### config.mk
export PLATFORM = sky130hd
export DESIGN_NAME = scalu_core
export DESIGN_NICKNAME = d
export VERILOG_FILES = /design/src/rtl/scalu_pkg.sv /design/src/rtl/scalu_ctrl_rom.sv /design/src/rtl/scalu_regfile.sv /design/src/rtl/scalu_alu.sv /design/src/rtl/scalu_core.sv
export SDC_FILE = /design/constraint.sdc
export NUM_CORES = 2
export LEC_CHECK = 0
export ABC_AREA = 1
export BUFFER_PORTS_ARGS = -buffer_cell sky130_fd_sc_hd__buf_2
export CORE_MARGIN = 2
export CORE_UTILIZATION = 25
export CTS_CLUSTER_SIZE = 16
export DETAILED_ROUTE_END_ITERATION = 6
export GPL_TIMING_DRIVEN = 1
export PLACE_DENSITY = 0.5
export SYNTH_ARGS = -nofsm -noshare
export SYNTH_HDL_FRONTEND = slang
export SYNTH_SLANG_ARGS = --single-unit
### constraint.sdc
create_clock -name clk -period 5.21 [get_ports clk]
set_clock_uncertainty 0.2 [all_clocks]
set_input_delay 0.521 -clock clk [delete_from_list [all_inputs] [get_ports clk]]
set_output_delay 0.521 -clock clk [all_outputs]
set_load 0.02 [all_outputs]
### src/rtl/scalu_pkg.sv
package scalu_pkg;

  localparam int XLEN      = 32;
  localparam int OPC_W     = 6;
  localparam int FN_W      = 4;
  localparam int NUM_OPS   = 11;

  typedef enum logic [FN_W-1:0] {
    FN_ADD   = 4'd0,
    FN_SUB   = 4'd1,
    FN_AND   = 4'd2,
    FN_OR    = 4'd3,
    FN_XOR   = 4'd4,
    FN_SHL   = 4'd5,
    FN_SHR   = 4'd6,
    FN_SRA   = 4'd7,
    FN_CMPEQ = 4'd8,
    FN_CMPLT = 4'd9,
    FN_CMPLE = 4'd10,
    FN_NONE  = 4'd15
  } alufn_e;

  typedef struct packed {
    alufn_e fn;
    logic   use_lit;
    logic   reg_we;
  } ctrl_t;

  localparam logic [1:0] GRP_REGREG = 2'b10;
  localparam logic [1:0] GRP_LIT    = 2'b11;

endpackage

### src/rtl/scalu_ctrl_rom.sv
module scalu_ctrl_rom
  import scalu_pkg::*;
#(
  parameter int OW = OPC_W
) (
  input  logic [OW-1:0] opcode,
  output ctrl_t         ctrl
);

  localparam int ENTRIES = 1 << OW;
  localparam int SEL_W   = OW - 2;

  function automatic ctrl_t row_for(input int unsigned idx);
    logic [OW-1:0]    code;
    logic [1:0]       grp;
    logic [SEL_W-1:0] sel;
    ctrl_t            r;
    code = OW'(idx);
    grp  = code[OW-1 -: 2];
    sel  = code[SEL_W-1:0];
    if (((grp == GRP_REGREG) || (grp == GRP_LIT)) && (int'(sel) < NUM_OPS)) begin
      r.fn      = alufn_e'(FN_W'(sel));
      r.use_lit = grp[0];
      r.reg_we  = 1'b1;
    end else begin
      r.fn      = FN_NONE;
      r.use_lit = 1'b0;
      r.reg_we  = 1'b0;
    end
    return r;
  endfunction

  ctrl_t table_q [ENTRIES];

  for (genvar e = 0; e < ENTRIES; e++) begin : g_row
    assign table_q[e] = row_for(e);
  end

  assign ctrl = table_q[opcode];

  // nothing with the top opcode bit clear may enable a write
  always_comb begin
    if (!opcode[OW-1]) begin
      p_low_half_nowrite_r9: assert (!ctrl.reg_we);
    end
  end

endmodule

### src/rtl/scalu_regfile.sv
module scalu_regfile #(
  parameter int W        = 32,
  parameter int NREGS    = 32,
  parameter int ZERO_IDX = NREGS - 1
) (
  input  logic                     clk,
  input  logic                     we,
  input  logic [$clog2(NREGS)-1:0] wa,
  input  logic [W-1:0]             wd,
  input  logic [$clog2(NREGS)-1:0] ra_a,
  output logic [W-1:0]             rd_a,
  input  logic [$clog2(NREGS)-1:0] ra_b,
  output logic [W-1:0]             rd_b
);

  localparam int AW = $clog2(NREGS);

  logic [W-1:0] regs_q [NREGS];
  logic [NREGS-1:0] row_en;

  always_comb begin
    row_en = '0;
    if (we) row_en[wa] = 1'b1;
  end

  for (genvar i = 0; i < NREGS; i++) begin : g_reg
    if (i == ZERO_IDX) begin : g_zero
      assign regs_q[i] = '0;
    end else begin : g_flop
      always_ff @(posedge clk) begin
        if (row_en[i]) regs_q[i] <= wd;
      end
    end
  end

  assign rd_a = (ra_a == AW'(ZERO_IDX)) ? '0 : regs_q[ra_a];
  assign rd_b = (ra_b == AW'(ZERO_IDX)) ? '0 : regs_q[ra_b];

endmodule

### src/rtl/scalu_alu.sv
module scalu_alu
  import scalu_pkg::*;
#(
  parameter int W = XLEN
) (
  input  alufn_e       fn,
  input  logic [W-1:0] a,
  input  logic [W-1:0] b,
  output logic [W-1:0] y
);

  localparam int SH_W = $clog2(W);

  logic [SH_W-1:0] shamt;
  logic            lt_s;
  logic            eq;
  logic [W-1:0]    diff;

  assign shamt = b[SH_W-1:0];
  assign diff  = a - b;
  assign eq    = (a == b);
  assign lt_s  = $signed(a) < $signed(b);

  always_comb begin
    unique case (fn)
      FN_ADD:   y = a + b;
      FN_SUB:   y = diff;
      FN_AND:   y = a & b;
      FN_OR:    y = a | b;
      FN_XOR:   y = a ^ b;
      FN_SHL:   y = a << shamt;
      FN_SHR:   y = a >> shamt;
      FN_SRA:   y = W'($signed(a) >>> shamt);
      FN_CMPEQ: y = W'(eq);
      FN_CMPLT: y = W'(lt_s);
      FN_CMPLE: y = W'(lt_s | eq);
      default:  y = '0;
    endcase
  end

endmodule

### src/rtl/scalu_core.sv
module scalu_core
  import scalu_pkg::*;
#(
  parameter int          W        = XLEN,
  parameter int          NREGS    = 32,
  parameter logic [31:0] RESET_PC = 32'h0000_0000,
  parameter int          PC_STEP  = 4
) (
  input  logic         clk,
  input  logic         rst_n,
  output logic [W-1:0] imem_addr,
  input  logic [W-1:0] imem_data,
  output logic         wb_valid,
  output logic [4:0]   wb_dst,
  output logic [W-1:0] wb_value
);

  localparam int AW       = $clog2(NREGS);
  localparam int ZERO_IDX = NREGS - 1;
  localparam int OPC_LSB  = W - OPC_W;
  localparam int DST_LSB  = OPC_LSB - AW;
  localparam int SRCA_LSB = DST_LSB - AW;
  localparam int SRCB_LSB = SRCA_LSB - AW;
  localparam int LIT_W    = 16;

  // program counter: next-state and register processes
  logic [W-1:0] pc_q, pc_d;
  logic         pc_en;

  always_comb begin
    pc_en = 1'b1;
    pc_d  = pc_q + W'(PC_STEP);
  end

  always_ff @(posedge clk or negedge rst_n) begin
    if (!rst_n)     pc_q <= W'(RESET_PC);
    else if (pc_en) pc_q <= pc_d;
  end

  assign imem_addr = pc_q;

  // field extraction
  logic [OPC_W-1:0] f_opc;
  logic [AW-1:0]    f_dst, f_srca, f_srcb;
  logic [LIT_W-1:0] f_lit;

  assign f_opc  = imem_data[W-1 -: OPC_W];
  assign f_dst  = imem_data[DST_LSB  +: AW];
  assign f_srca = imem_data[SRCA_LSB +: AW];
  assign f_srcb = imem_data[SRCB_LSB +: AW];
  assign f_lit  = imem_data[LIT_W-1:0];

  // decode
  ctrl_t ctl;

  scalu_ctrl_rom #(.OW(OPC_W)) u_ctrl (
    .opcode (f_opc),
    .ctrl   (ctl)
  );

  // register file
  logic [W-1:0] rf_a, rf_b;
  logic         rf_we;
  logic [W-1:0] alu_y;

  assign rf_we = ctl.reg_we & rst_n;

  scalu_regfile #(.W(W), .NREGS(NREGS), .ZERO_IDX(ZERO_IDX)) u_rf (
    .clk  (clk),
    .we   (rf_we),
    .wa   (f_dst),
    .wd   (alu_y),
    .ra_a (f_srca),
    .rd_a (rf_a),
    .ra_b (f_srcb),
    .rd_b (rf_b)
  );

  // operand B select
  logic [W-1:0] lit_ext, opnd_b;

  assign lit_ext = {{(W-LIT_W){f_lit[LIT_W-1]}}, f_lit};
  assign opnd_b  = ctl.use_lit ? lit_ext : rf_b;

  scalu_alu #(.W(W)) u_alu (
    .fn (ctl.fn),
    .a  (rf_a),
    .b  (opnd_b),
    .y  (alu_y)
  );

  // write-back observation
  assign wb_valid = rf_we & (f_dst != AW'(ZERO_IDX));
  assign wb_dst   = 5'(f_dst);
  assign wb_value = alu_y;

  // assertions
  p_pc_step_r2: assert property (@(posedge clk) disable iff (!rst_n)
    rst_n |=> imem_addr == $past(imem_addr) + W'(PC_STEP));

  p_cmp_bool_r8: assert property (@(posedge clk) disable iff (!rst_n)
    (ctl.fn inside {FN_CMPEQ, FN_CMPLT, FN_CMPLE}) |-> alu_y[W-1:1] == '0);

  p_zero_read_r10: assert property (@(posedge clk) disable iff (!rst_n)
    (f_srca == AW'(ZERO_IDX)) |-> rf_a == '0);

  p_lit_sign_r5: assert property (@(posedge clk) disable iff (!rst_n)
    (ctl.use_lit && f_lit[LIT_W-1]) |-> opnd_b[W-1] == 1'b1);

  always @(posedge clk) begin
    if (!rst_n) begin
      p_rst_nowrite_r1: assert (!rf_we);
      p_rst_pc_r1:      assert (pc_q == W'(RESET_PC));
    end
  end

endmodule

==> results by group <==
Outcome
  – Status: finished with violations
  – Failing checks: DRC, setup timing

Place
  – RD Place Congestion: 0.956
  – Worst slack at placement: -0.830 ns
  – Placed cells: roughly 11000
  – PortBufs: 101
  – Post-DP HPWL: ~190 mm

Clock tree
  – H-tree depth: 3
  – Clk root buf: clkbuf_16
  – TritonCTS clock tree: yes
  – CTS buffer count: 107
  – Max Root-Sink Buffers: 3
  – Number of clock sinks: 1022
  – Clk slew on worst S/H paths: approximately 0.060 ns
  – Clk_lat worst skew: 0.78 ns

STA
  – Final TNS setup: -1.25 ns
  – Slew Limit Fails: 0
  – Setup-failing EPs final: 16
  – Rel. slew slack: 30.1%
  – Final Critical Period: 5.39 ns
  – Least-Margin Pin Slew: 1.05 ns
  – Final Cycle Share: 103%
  – RSZ-0062 raised after global routing: true
  – Fmax: roughly 0.19 GHz
  – Final hold violation count: 0
  – PnR worst setup slack: -0.180 ns

Drt
  – Vias: around 60000
  – ANT nets after route: 0
  – Initial drt markers: 7888
  – Wirelength per Cell: 25.8 µm
  – Final wirelength: 288 mm
  – First-pass iteration count of the detailed router: 7
  – Via/cell ratio: roughly 5.3
  – Post-route DRC: 4

Floorplanning
  – Top-level port count: 104
  – Starting Density: 25.1%
  – Die area: 243000 µm²
  – Rows: 179
  – Area of the core: 238000 µm²
  – Die height: 493 µm
  – Die width: 493 µm

Global routing
  – Largest net degree at the start of global routing: 69
  – Grt ovf: 0
  – Vias in the first global route: about 56000
  – First-pass GRT wire length: 402 mm
  – Initial antenna violation count: 6
  – Gr usage total: 22.5%

Critical path
  – Setup crit start kind: input pin
  – Worst Path Arrival: 4.67 ns
  – CP startpoint: imem_data[16]
  – Origin of the critical flop-to-flop path: u_rf.regs_q[716]$_DFFE_PP_
  – Worst-path fanout max: 23
  – Setup crit end kind: primary output
  – Setup CP Type: input pin to primary output
  – CP required: 4.49 ns

Yosys
  – Netlist cell types: 56
  – Synth top cells by count: nand2_1, nand3_1, edfxtp_1
  – Number of synthesized flops with an enable pin: between 900 and 1000
  – Post-Syn Instances: between 7000 and 8000
  – Seq cells post-synth: ~1000
  – Yosys top cell area share: 49.8%
  – YS warnings: 0
  – Main synth FF type: edfxtp_1
  – Cell with the most instances after synthesis: nand2_1
  – Ranking of synthesized cells by area: edfxtp_1, nand2_1, nand3_1, o21ai_0, inv_1
  – Synthesized cell area: 59800 µm²
  – Seq/Total Area, Yosys: between 50% and 60%
  – Post-synthesis area per instance: 8.37 µm²
  – Ys async rst share: 2.94%
  – Largest area contributor in the netlist: edfxtp_1

Run
  – Max cap viols: 0

Pwr
  – PwrDens: a little over 300 nW/µm²
  – Static Leakage: 31.7 nW
  – VDD IR max: 0.300 mV

Final layout
  – Share of cells above drive strength 1: 23.0%
  – Finished Layout Cells: ~11000
  – Area grow syn2layout: 32.0%
  – Nets: 8047

Min path
  – Hold crit path type: input pin to async pin
-- per-stage QoR --
stage | hold slack (ns) | instance area, µm² | util [%] | power (mW)
after global routing | 0.154 | 79000 | 33.2 | 25.1
after CTS | 0.0961 | 76400 | 32.1 | 23.6
after detailed placement | 0.258 | 71100 | 29.8 | 15.2
after floorplan | 0.0254 | 59900 | - | 12.2
after global placement | 0.252 | 71100 | 29.8 | 15.2
final | 0.120 | 79000 | 33.2 | 24.3
-- kinds of logic (layout without fill, tap and decap cells) --
logic type | Yosys count | count (layout) | synth area share (%)
AO/OA/AOI/OAI | 1303 | 1303 | 13.1
XOR/XNOR | 41 | 41 | 0.600
adder cells (fa/ha/maj) | 100 | 100 | 2.12
buffers and inverters | 1038 | 1893 | 7.36
flip-flops | 1022 | 1022 | 51.0
other | 1 | 7 | 0.00627
AND/OR/NAND/NOR | 3645 | 3645 | 25.8
-- registers in the layout (all words and copies together) (netlist names) --
| register | flops |
|---|---|
| imem_addr | 30 |
| u_rf.regs_q | 992 |
-- cell type report --
type                       instances  area (µm²)
fill                           24405      159000
sequential                      1022       30500
multi-input combinational       5091       27500
timing repair buffer            1153       11200
tap                             3167        3960
clock buffer                     130        2810
inverter                         537        2100
clock inverter                    72         798
antenna                            5        12.5
timing repair inverter             1        8.76
-- cells in the final DEF, fill, tap and decap left out, types with 47 or more instances in the layout --
cell type  instances
nand2_2           64
inv_1            475
edfxtp_1         992
o211ai_1         174
o21ai_0          433
a21oi_2           52
nand3_1          953
o2111ai_1         62
buf_2             69
inv_2             47
o221ai_1          71
nor2_4            47
ha_1              69
o21ai_1          110
nand2_1         1874
buf_12           129
clkbuf_16        122
buf_6             70
a21oi_1          190
nor2_1           411
nand4_1           77
buf_4            829
-- critical path, cell delays in order --
cell and delay [ns]:
buf_8 0.12, inv_8 0.11, buf_4 0.24, buf_12 0.21
bufbuf_16 0.36, nand2_1 0.08, nand3_1 0.07, nand2_1 0.06
nand2_1 0.06, nand3b_1 0.09, nand3_1 0.21, nand2_1 0.22
inv_1 0.13, ha_1 0.24, buf_4 0.16, nor2_1 0.15
inv_1 0.09, buf_4 0.16, nor3_4 0.22, nand4_1 0.17
nand2_2 0.14, a21oi_1 0.08, o21ai_2 0.07, nand2_1 0.08
inv_2 0.08, nand4_1 0.24, buf_6 0.23
-- worst paths after layout --
path,endpoint,slack (ns),depth (start not counted)
max,wb_value[29],-0.18,27
min,imem_addr[7]$_DFF_PN0_,0.12,3
max reg2reg,u_rf.regs_q[634]$_DFFE_PP_,0.25,28
min reg2reg,imem_addr[31]$_DFF_PN0_,0.26,1
max in group asynchronous,imem_addr[17]$_DFF_PN0_,4.38,3
min in group clk,imem_addr[31]$_DFF_PN0_,0.26,1
-- power by group --
group / internal, mW / total (mW) / switching (mW)
combinational: 2.68 / 6.92 / 4.24
clock: 4.54 / 8.08 / 3.54
sequential: 9.23 / 9.25 / 0.0144
-- routing by layer --
metal	global-route usage [%]	share of wire, %	up-vias
met5	0	0.00035	-
met1	30.3	41	29094
met2	35.7	45	3506
li1	-	-	26443
met3	4.21	9.6	678
met4	8.98	4.7	2
-- timing repair --
action / CTS / global route
hold buffers: 1 / 0
endpoints found under the hold margin: 30 / 0
gates cloned: 9 / 13
setup endpoints to repair: 182 / 92
pin swaps: 86 / 181
gates resized for setup: 344 / 507
setup buffers: 41 / 59
Power figures use the tool's default switching activity.
